File: src/rtl/irq_vec_pkg.sv
package irq_vec_pkg;
    localparam int NSRC     = 11;
    localparam int NDIR     = 7;
    localparam int NPIN     = 2;
    localparam int NGRP     = 2;
    localparam int NSUB_PER = 2;
    localparam int NSUB     = NGRP * NSUB_PER;
    localparam int IDX_W    = $clog2(NSRC);

    localparam int DIR_SLOT [NDIR] = '{0, 1, 5, 6, 7, 8, 10};
    localparam int PIN_SLOT [NPIN] = '{2, 9};
    localparam int GRP_SLOT [NGRP] = '{3, 4};

    typedef enum logic [1:0] {
        EDGE_OFF  = 2'b00,
        EDGE_RISE = 2'b01,
        EDGE_FALL = 2'b10,
        EDGE_BOTH = 2'b11
    } edge_sel_t;

    typedef enum logic [1:0] {
        ST_IDLE = 2'd0,
        ST_WAIT = 2'd1,
        ST_CALL = 2'd2
    } ctl_state_t;

    typedef enum logic [1:0] {
        RA_FLAG = 2'd0,
        RA_ENAB = 2'd1,
        RA_SUBF = 2'd2,
        RA_SUBE = 2'd3
    } reg_addr_t;
endpackage

File: src/rtl/irq_edge_det.sv
module irq_edge_det
    import irq_vec_pkg::*;
#(
    parameter int N_PINS      = 2,
    parameter int SYNC_STAGES = 2
) (
    input  logic                  clk,
    input  logic                  rst_n,
    input  logic [N_PINS-1:0]     pin_in,
    input  logic [2*N_PINS-1:0]   sel,
    output logic [N_PINS-1:0]     hit
);
    localparam int TOP = SYNC_STAGES - 1;

    for (genvar p = 0; p < N_PINS; p++) begin : g_pin
        logic [SYNC_STAGES-1:0] sync_q;
        logic                   last_q;
        logic                   rise;
        logic                   fall;

        always_ff @(posedge clk or negedge rst_n) begin
            if (!rst_n) begin
                sync_q <= '0;
                last_q <= 1'b0;
            end else begin
                sync_q <= {sync_q[SYNC_STAGES-2:0], pin_in[p]};
                last_q <= sync_q[TOP];
            end
        end

        assign rise = sync_q[TOP] & ~last_q;
        assign fall = ~sync_q[TOP] & last_q;

        always_comb begin
            unique case (edge_sel_t'(sel[2*p +: 2]))
                EDGE_OFF:  hit[p] = 1'b0;
                EDGE_RISE: hit[p] = rise;
                EDGE_FALL: hit[p] = fall;
                EDGE_BOTH: hit[p] = rise | fall;
                default:   hit[p] = 1'b0;
            endcase
        end
    end
endmodule

File: src/rtl/irq_group_flags.sv
module irq_group_flags
    import irq_vec_pkg::*;
#(
    parameter int N_GRP     = 2,
    parameter int N_PER_GRP = 2
) (
    input  logic                          clk,
    input  logic                          rst_n,
    input  logic [N_GRP*N_PER_GRP-1:0]    sub_req,
    input  logic                          wr_en,
    input  logic [N_GRP*N_PER_GRP-1:0]    wr_data,
    input  logic [N_GRP*N_PER_GRP-1:0]    sub_en,
    output logic [N_GRP*N_PER_GRP-1:0]    sub_flag,
    output logic [N_GRP-1:0]              grp_set
);
    localparam int NS = N_GRP * N_PER_GRP;

    logic [NS-1:0] flag_q;
    logic [NS-1:0] act_prev_q;
    logic [NS-1:0] active;
    logic [NS-1:0] newly;

    always_ff @(posedge clk or negedge rst_n) begin
        if (!rst_n) begin
            flag_q     <= '0;
            act_prev_q <= '0;
        end else begin
            flag_q     <= (wr_en ? wr_data : flag_q) | sub_req;
            act_prev_q <= active;
        end
    end

    assign active   = flag_q & sub_en;
    assign newly    = active & ~act_prev_q;
    assign sub_flag = flag_q;

    for (genvar g = 0; g < N_GRP; g++) begin : g_grp
        assign grp_set[g] = |newly[g*N_PER_GRP +: N_PER_GRP];
    end

    // sub-flags never fall without a software write
    assert_sub_keep_R6: assert property (@(posedge clk) disable iff (!rst_n)
        !wr_en |=> ((sub_flag & $past(sub_flag)) == $past(sub_flag)));
endmodule

File: src/rtl/irq_prio_pick.sv
module irq_prio_pick #(
    parameter int N     = 11,
    parameter int IDX_W = 4
) (
    input  logic [N-1:0]     req,
    output logic             any,
    output logic [IDX_W-1:0] idx
);
    always_comb begin
        any = |req;
        idx = '0;
        for (int i = N - 1; i >= 0; i--) begin
            if (req[i]) idx = IDX_W'(i);
        end
    end

    always_comb begin
        if (any) begin
            assert_pick_lowest_R2: assert (req[idx] && ((req & ((N'(1) << idx) - N'(1))) == '0));
        end
    end
endmodule

File: src/rtl/irq_vector_ctrl.sv
module irq_vector_ctrl
    import irq_vec_pkg::*;
#(
    parameter int VEC_W       = 8,
    parameter int VEC_STEP    = 4,
    parameter int SYNC_STAGES = 2,
    parameter int DATA_W      = 16
) (
    input  logic                clk,
    input  logic                rst_n,
    input  logic [NDIR-1:0]     src_pulse,
    input  logic [NSUB-1:0]     sub_pulse,
    input  logic [NPIN-1:0]     ext_pin,
    input  logic                stack_full,
    input  logic                call_ack,
    input  logic                sw_we,
    input  logic [1:0]          sw_addr,
    input  logic [DATA_W-1:0]   sw_wdata,
    output logic [DATA_W-1:0]   sw_rdata,
    output logic                call_req,
    output logic [VEC_W-1:0]    call_vec
);
    localparam int MASTER_BIT = DATA_W - 1;
    localparam int ESEL_LSB   = NSUB;
    localparam int ESEL_W     = 2 * NPIN;

    ctl_state_t        state_q, state_d;
    logic [NSRC-1:0]   flag_q, en_q, set_vec, pending, svc_mask, flag_base;
    logic              master_q;
    logic [ESEL_W-1:0] esel_q;
    logic [NSUB-1:0]   sube_q, subf;
    logic [NPIN-1:0]   pin_hit;
    logic [NGRP-1:0]   grp_set;
    logic              win_any, service;
    logic [IDX_W-1:0]  win_idx, cur_idx_q;
    logic              wr_flag, wr_enab, wr_subf, wr_sube;

    wire unused_wbits = ^sw_wdata[MASTER_BIT-1:NSRC];

    assign wr_flag = sw_we && (reg_addr_t'(sw_addr) == RA_FLAG);
    assign wr_enab = sw_we && (reg_addr_t'(sw_addr) == RA_ENAB);
    assign wr_subf = sw_we && (reg_addr_t'(sw_addr) == RA_SUBF);
    assign wr_sube = sw_we && (reg_addr_t'(sw_addr) == RA_SUBE);

    irq_edge_det #(.N_PINS(NPIN), .SYNC_STAGES(SYNC_STAGES)) u_edge (
        .clk(clk), .rst_n(rst_n), .pin_in(ext_pin), .sel(esel_q), .hit(pin_hit)
    );

    irq_group_flags #(.N_GRP(NGRP), .N_PER_GRP(NSUB_PER)) u_grp (
        .clk(clk), .rst_n(rst_n), .sub_req(sub_pulse), .wr_en(wr_subf),
        .wr_data(sw_wdata[NSUB-1:0]), .sub_en(sube_q), .sub_flag(subf), .grp_set(grp_set)
    );

    always_comb begin
        set_vec = '0;
        for (int d = 0; d < NDIR; d++) set_vec[DIR_SLOT[d]] = src_pulse[d];
        for (int p = 0; p < NPIN; p++) set_vec[PIN_SLOT[p]] = pin_hit[p];
        for (int g = 0; g < NGRP; g++) set_vec[GRP_SLOT[g]] = grp_set[g];
    end

    assign pending = flag_q & en_q & {NSRC{master_q}};

    irq_prio_pick #(.N(NSRC), .IDX_W(IDX_W)) u_pick (
        .req(pending), .any(win_any), .idx(win_idx)
    );

    assign service   = (state_q == ST_CALL) && call_ack;
    assign svc_mask  = service ? (NSRC'(1) << cur_idx_q) : '0;
    assign flag_base = wr_flag ? sw_wdata[NSRC-1:0] : flag_q;

    // Flag, enable and configuration registers
    always_ff @(posedge clk or negedge rst_n) begin
        if (!rst_n) begin
            flag_q   <= '0;
            en_q     <= '0;
            master_q <= 1'b0;
            esel_q   <= '0;
            sube_q   <= '0;
        end else begin
            flag_q <= (flag_base & ~svc_mask) | set_vec;
            if (wr_enab) begin
                en_q     <= sw_wdata[NSRC-1:0];
                master_q <= sw_wdata[MASTER_BIT];
            end
            if (service) master_q <= 1'b0;
            if (wr_sube) begin
                sube_q <= sw_wdata[NSUB-1:0];
                esel_q <= sw_wdata[ESEL_LSB +: ESEL_W];
            end
        end
    end

    // State register
    always_ff @(posedge clk or negedge rst_n) begin
        if (!rst_n) state_q <= ST_IDLE;
        else        state_q <= state_d;
    end

    // Next-state logic
    always_comb begin
        state_d = state_q;
        unique case (state_q)
            ST_IDLE: if (win_any) state_d = stack_full ? ST_WAIT : ST_CALL;
            ST_WAIT: begin
                if (!win_any)        state_d = ST_IDLE;
                else if (!stack_full) state_d = ST_CALL;
            end
            ST_CALL: if (call_ack) state_d = ST_IDLE;
            default: state_d = ST_IDLE;
        endcase
    end

    // Outputs: vector latched on entry to the call state
    always_ff @(posedge clk or negedge rst_n) begin
        if (!rst_n) begin
            cur_idx_q <= '0;
            call_vec  <= '0;
        end else if (state_q != ST_CALL && state_d == ST_CALL) begin
            cur_idx_q <= win_idx;
            call_vec  <= VEC_W'((int'(win_idx) + 1) * VEC_STEP);
        end else if (service) begin
            call_vec  <= '0;
        end
    end

    assign call_req = (state_q == ST_CALL);

    always_comb begin
        sw_rdata = '0;
        unique case (reg_addr_t'(sw_addr))
            RA_FLAG: sw_rdata[NSRC-1:0] = flag_q;
            RA_ENAB: begin
                sw_rdata[NSRC-1:0]   = en_q;
                sw_rdata[MASTER_BIT] = master_q;
            end
            RA_SUBF: sw_rdata[NSUB-1:0] = subf;
            RA_SUBE: begin
                sw_rdata[NSUB-1:0]             = sube_q;
                sw_rdata[ESEL_LSB +: ESEL_W]   = esel_q;
            end
            default: sw_rdata = '0;
        endcase
    end

    assert_vec_grid_R1: assert property (@(posedge clk) disable iff (!rst_n)
        call_req |-> ((int'(call_vec) % VEC_STEP) == 0 && int'(call_vec) >= VEC_STEP
                      && int'(call_vec) <= NSRC * VEC_STEP));

    assert_qualify_R3: assert property (@(posedge clk) disable iff (!rst_n)
        $rose(call_req) |-> $past(master_q));

    assert_stack_hold_R4: assert property (@(posedge clk) disable iff (!rst_n)
        $rose(call_req) |-> !$past(stack_full));

    assert_master_drop_R5: assert property (@(posedge clk) disable iff (!rst_n)
        (call_req && call_ack) |=> !master_q);

    assert_set_wins_R9: assert property (@(posedge clk) disable iff (!rst_n)
        (wr_flag && src_pulse[0]) |=> flag_q[0]);

    assert_call_hold_R10: assert property (@(posedge clk) disable iff (!rst_n)
        (call_req && !call_ack) |=> (call_req && $stable(call_vec)));
endmodule

File: config.mk
export PLATFORM = sky130hd
export DESIGN_NAME = irq_vector_ctrl
export DESIGN_NICKNAME = d
export VERILOG_FILES = /design/src/rtl/irq_vec_pkg.sv /design/src/rtl/irq_edge_det.sv /design/src/rtl/irq_group_flags.sv /design/src/rtl/irq_prio_pick.sv /design/src/rtl/irq_vector_ctrl.sv
export SDC_FILE = /design/constraint.sdc
export NUM_CORES = 1
export LEC_CHECK = 0
export CORE_ASPECT_RATIO = 1.2
export CORE_UTILIZATION = 55
export CTS_BUF_LIST = sky130_fd_sc_hd__clkbuf_4
export DETAILED_ROUTE_END_ITERATION = 12
export DONT_BUFFER_PORTS = 1
export GPL_TIMING_DRIVEN = 0
export MAX_ROUTING_LAYER = met4
export PLACE_DENSITY = 0.76
export SYNTH_ARGS = -nofsm -noshare
export SYNTH_HDL_FRONTEND = slang
export SYNTH_HIERARCHICAL = 1
export SYNTH_SLANG_ARGS = --single-unit
File: constraint.sdc
create_clock -name clk -period 2.15 [get_ports clk]
set_input_delay 0.1075 -clock clk [delete_from_list [all_inputs] [get_ports clk]]
set_output_delay 0.1075 -clock clk [all_outputs]
set_load 0.1 [all_outputs]
After elaboration in Yosys (flattened, before gate mapping)
Cells that the tools add are included.

Bits in registers: 59. Bits in latches: 0. Bits in writable memories: 0. ROM bits: 0. Input port bits: 36. Output and inout bits: 25. Word-level logic and storage cells: 93. Memories kept: 0.

Add/subtract/negate cells: 1. Multipliers: 0. Divide/modulo/power cells: 0. $lt $le $gt $ge: 0. Eq/ne operators: 13. Shifts and indexed selects: 1. Muxes and demuxes: 30. Bitwise gates (word level): 19. Reduce and logical (&&, ||, !) cells: 15.

Operators by type and width (number): two-way mux 4 bit (12); bitwise AND 11 bit (3); two-way mux 11 bit (2); == test 2 bit, second input constant (8); two-way mux 8 bit (2); one-hot mux 4 bit (4 select lines) (1); one-hot mux 4 bit (3 select lines) (1); NOT 11 bit (1); bitwise OR 11 bit (1); OR reduction 11 bit (1); left shift 1 x 4 -> 11 bit, first input constant (1); two-way mux 2 bit (5); bitwise AND 4 bit (2); == test 2 x 1 -> 1 bit, second input constant (4); logical NOT 2 bit (4); one-hot mux 1 bit (4 select lines) (2); logical AND 1 bit (6); one-hot mux 2 bit (3 select lines) (1); one-hot mux 3 bit (2 select lines) (1); adder 4 x 1 -> 5 bit, second input constant (1); bitwise AND 1 bit (4); NOT 1 bit (4); NOT 4 bit (1); bitwise OR 4 bit (1); 5 further kinds (10).

Depth between registers and ports, before layout
Depth after elaboration: 15. Gate-level depth with buffers: 8. Gate-level depth less buffers: 7.

Hierarchy
Netlist, hierarchy kept.

Modules (own cells, without submodules): irq_vector_ctrl (instances 1, cells each 184, area each 2259.7 µm², seq. area each 1051.0 µm²); irq_group_flags (instances 1, cells each 26, area each 302.8 µm², seq. area each 200.2 µm²); irq_edge_det (instances 1, cells each 24, area each 267.8 µm², seq. area each 150.1 µm²); irq_prio_pick (instances 1, cells each 19, area each 112.6 µm², seq. area each 0.0 µm²).

Worst setup path after synthesis
No wires, ideal clock.

Path kind: register to register. Start point: register master_q. End point: register call_vec[3]. Library setup time: 0.123 ns. Data arrival time: 1.928 ns. Required time: 2.027 ns. Path slack: 0.099 ns. Stages on the path, launching flop included: 8. Buffers on the path: 1. Clock period less this slack: 2.051 ns. Cells stage by stage: dfrtp_1 clkbuf_1 and3_1 nand2b_1 a221o_1 a221oi_2 ha_1 a22o_1.

Elaborated cells on any way between the ends: 21. Those cells by class: add/sub: 1; eq/ne: 1; mux: 15; bitwise: 1; reduce/logical: 3.

RTL lines: from (decl) (line irq_vector_ctrl.sv:29) `logic master_q;`; from (signal assigned) (line irq_vector_ctrl.sv:83) `master_q <= sw_wdata[MASTER_BIT];`; bitwise AND 11 bit (line irq_vector_ctrl.sv:61) `assign pending = flag_q & en_q & {NSRC{master_q}};`; via pending[8] (line irq_vector_ctrl.sv:28) `logic [NSRC-1:0] flag_q, en_q, set_vec, pending, svc_mask, flag_base;`; two-way mux 4 bit (9 in series) (line irq_prio_pick.sv:13) `if (req[i]) idx = IDX_W'(i);`; via win_idx[0] (line irq_vector_ctrl.sv:35) `logic [IDX_W-1:0] win_idx, cur_idx_q;`; adder 4 x 1 -> 5 bit (line irq_vector_ctrl.sv:120) `call_vec <= VEC_W'((int'(win_idx) + 1) * VEC_STEP);`; two-way mux 8 bit (line irq_vector_ctrl.sv:118) `end else if (state_q != ST_CALL && state_d == ST_CALL) begin`; to (signal assigned) (line irq_vector_ctrl.sv:120); to (decl) (line irq_vector_ctrl.sv:21) `output logic [VEC_W-1:0] call_vec`.

The timed path passes the listed nets, and every way through them passes these cells. A chain may end at the register's enable or synchronous reset.

Final worst setup path
Start point: register master_q. End point: register call_vec[4].

Same word-level chain as after synthesis.

==> summary.log <==
[timing] Setup violations, final 0
[synth] Post-Syn Instances 253
[placed_design] hpwl dp 4360 um
[cells_and_area] Area Growth Syn to Fin 23.3%
[timing] Worst Max-Slew Pin Slew 1.09 ns
[cells_and_area] area used by multi-input combinational logic 1500 um2
[timing] Final Worst Setup Slack 0.0338 ns
[die] number of primary I/O pins 61
[setup_path] cell type of the slowest stage on the worst timing path dfrtp_1
[detailed_routing] final routed wire length divided by cell count 17.9 um
[worst_hold_path] hold path cells 3
[clocking] maximum clock path buffer count 2
[synth] Yosys cell types 45
[detailed_routing] detailed-routing iteration count for the pre-antenna-repair pass 5
[placed_design] Final GP Congestion 0.798
[setup_path] largest fanout of any net on the critical path 10
[placed_design] Port Buffer Count 0
[clocking] Clock Sink Count 56
[detailed_routing] post-route antenna net violation count 0
[pwr] worst IR drop on VDD 944 uV
[pwr] Net Switching 1.69 mW
[detailed_routing] initial detailed-routing violation count 107
[pwr] share of power burned in the clock network 11.9%
[pwr] Leakage 1.58 nW
[cells_and_area] most common cell after layout, fill and taps aside dfrtp_1
[timing] Max Clock Skew 0.00758 ns
[setup_path] worst setup path startpoint master_q$_DFFE_PN0P_
[pwr] Int Power 2.04 mW
[die] number of placement rows 28
[timing] Hold Fails Final Rpt 0
[timing] Slew Limit Fails 0
[setup_path] startpoint types flop
[timing] timing-limited maximum frequency 473 MHz
[synth] Post-synth EDFFs 0
[cells_and_area] Ant. Diodes 0
[global_routing] gr ovfl total 0
[setup_path] Buf+Inv Stages, Crit Path 1
[cells_and_area] count of nets after finishing 349
[clocking] TritonCTS clock tree done
[synth] register area share after synthesis 47.6%
[timing] final worst path period share 98.4%
[pwr] Power per Cell Area 1030 nW/um2
[clocking] number of buffers created by CTS 5
[setup_path] Largest delay share family, worst path compound AO/OA/AOI/OAI gates
[setup_path] Critical Path, Cell by Cell buf_8 > and3_4 > nand2b_4 > a221o_1 > a221oi_4 > ha_4 > xor2_1 > a22o_1
[die] Die Span Y 82.1 um
[synth] total of warnings raised by yosys 6
[global_routing] first-pass GRT wire length 10200 um
[placed_design] Setup WS pre-CTS -0.281 ns
[synth] Synth async-reset ratio 100%
[worst_hold_path] start point of the worst min-delay path call_ack
[die] standard cell core area 5040 um2
[setup_path] Worst Reg-to-Reg Cells 8
[setup_path] Crit path largest cell delay 0.43 ns
[pwr] portion of total power attributed to combinational logic 44.1%
[setup_path] data required time at the worst endpoint 2.48 ns
[synth] Cell Area, Synth 2940 um2
[timing] hold slack 0.0531 ns
[setup_path] Register-to-Register Setup Slack 0.03 ns
[setup_path] Worst R2R End call_vec[4]$_DFFE_PN0P_
[global_routing] GRT Overall Usage 25.5%
[timing] min Tclk post-route 2.12 ns
[clocking] clk slew on worst S/H paths 0.15 ns
[cells_and_area] layout cells sized above 1 25.6%
[placed_design] cell area after placement 3050 um2
[timing] worst-case headroom to the max-slew limit 27.4%
[clocking] Root Driver clkbuf_4
[clocking] later-pin clock latency in the skew report 0.38 ns
[setup_path] Critical Path Sink Type flop
[detailed_routing] drt total wl 6600 um
[timing] unrepaired setup endpoints after global routing yes
[cells_and_area] Post-Route Utilization 71.9%
[cells_and_area] Filler Cell Count 369
[cells_and_area] leading cell types in the layout, fill and taps excluded dfrtp_1 (56), dlygate4sd3_1 (36), mux2_2 (26)
[pwr] sequential share of power 44.0%
[worst_hold_path] worst min-delay path class in -> reg
[pwr] Net Sw Frac 45.2%
[setup_path] category of the most critical setup path reg -> reg
[die] horizontal die dimension 68.8 um
[cells_and_area] final design area excluding fillers 3630 um2
[cells_and_area] Sequential cell area 1400 um2
[status] run status complete, no violations
[synth] Synth Register Bits 56
[worst_hold_path] Hold EP flag_q[3]$_DFF_PN0_
[global_routing] number of global-route vias before repair 2127
[detailed_routing] Via Count 2166
[global_routing] maximum number of pins on one net before global-route repair 57
[run] maxcap violations 0
[synth] average footprint of a synthesized cell 11.6 um2
[die] initial cell density of the core 58.3%
[detailed_routing] Avg Vias per Cell 5.87
[setup_path] arrival time of data at the critical path endpoint 2.44 ns
[die] total die area 5650 um2
[global_routing] antenna violations before repair 0
[clocking] Clock H-tree levels 2
[detailed_routing] Remaining DRCs 0
[synth] top_reg_cell synth dfrtp_1
[setup_path] r2r startpoint master_q$_DFFE_PN0P_
[pwr] Total Power Consumption 3.73 mW
==> flip-flops by register name, summed over array words and instances, names as in the netlist, 4 cells and up <==
signal               flops
esel_q                   4
u_grp/sub_flag           4
en_q                    11
flag_q                  11
cur_idx_q                4
sube_q                   4
u_grp/act_prev_q         4
call_vec                 5
u_edge/g_pin.sync_q      4
==> area by class of cell <==
class,instances,share of cell area (%)
multi-input combinational,176,41.4
clock inverter,3,0.379
buffer,15,3.48
tap,60,2.07
clock buffer,5,1.03
inverter,12,1.24
timing repair buffer,42,11.7
sequential,56,38.6
==> tightest hold or removal path: cells and delay by family <==
kind | cells | cell delay (ns)
simple gates | 2 | 0.17
compound gates | 1 | 0.12
==> power by group through the flow <==
stage          combinational [mW]  clock [mW]  sequential, mW
6_report                     1.65       0.443            1.64
5_1_grt                      1.75       0.491            1.68
4_1_cts                      1.54       0.454            1.63
3_5_place_dp                 1.31           0            1.65
3_3_place_gp                 1.28           0            1.65
2_1_floorplan                1.14           0            1.60
==> cell families after synthesis <==
group | count (synthesis) | synth area share (%)
muxes | 41 | 17.4
and+or+nand+nor | 85 | 16.5
other | 1 | 0.127
AOI/OAI and AO/OA | 36 | 10.4
DFF | 56 | 47.6
adders and majority gates | 5 | 2.13
buffers and inverters | 27 | 5.23
xor gates and xnor gates | 2 | 0.595
==> through the flow <==
stage          setup TNS (ns)  std cells
2_1_floorplan               0        259
3_3_place_gp            -1.79        319
3_5_place_dp            -1.89        319
4_1_cts                     0        366
5_1_grt                -0.245        369
6_report                    0        369
==> worst max-delay path by stage <==
stage	endpoint	depth (start not counted)
2_1_floorplan	call_vec[3]$_DFFE_PN0P_	7
6_report	call_vec[4]$_DFFE_PN0P_	8
5_1_grt	call_vec[4]$_DFFE_PN0P_	8
3_3_place_gp	cur_idx_q[3]$_DFFE_PN0P_	7
3_5_place_dp	cur_idx_q[3]$_DFFE_PN0P_	7
4_1_cts	call_vec[4]$_DFFE_PN0P_	8
==> Yosys cell counts, types with 3 or more instances <==
library cell	count	share of area, %
a21o_1	3	0.77
buf_4	8	2.0
nor2b_1	10	2.1
o21ai_0	3	0.51
nor3b_1	3	0.77
a22o_1	6	1.8
nor2_1	20	2.6
mux2i_1	8	2.7
nand2b_1	3	0.64
mux2_2	26	9.9
and3_1	14	3.0
ha_1	5	2.1
a221oi_2	5	2.6
nand3_1	5	0.85
buf_2	3	0.51
a211o_1	4	1.2
and3b_1	3	0.89
nor3_1	7	1.2
nand4_1	3	0.64
o21bai_1	4	1.0
dfrtp_1	56	48
nand2_1	9	1.1
o21ai_1	4	0.68
inv_1	12	1.5
==> metal layers <==
metal	vias up	routed length (um)	track usage, %
met5	-	0	-
met4	0	65	7.14
met3	5	246	3.85
met2	55	3480	43.9
met1	1091	2810	31.0
li1	1015	-	-
==> timing repair <==
action                                 in CTS  in global routing
hold buffers                               37                  0
pin swaps                                   3                  4
endpoints found under the hold margin      98                  0
setup endpoints to repair                  10                  8
setup buffers                               2                  3
gates resized for setup                    14                 12
Power figures use the tool's default switching activity.
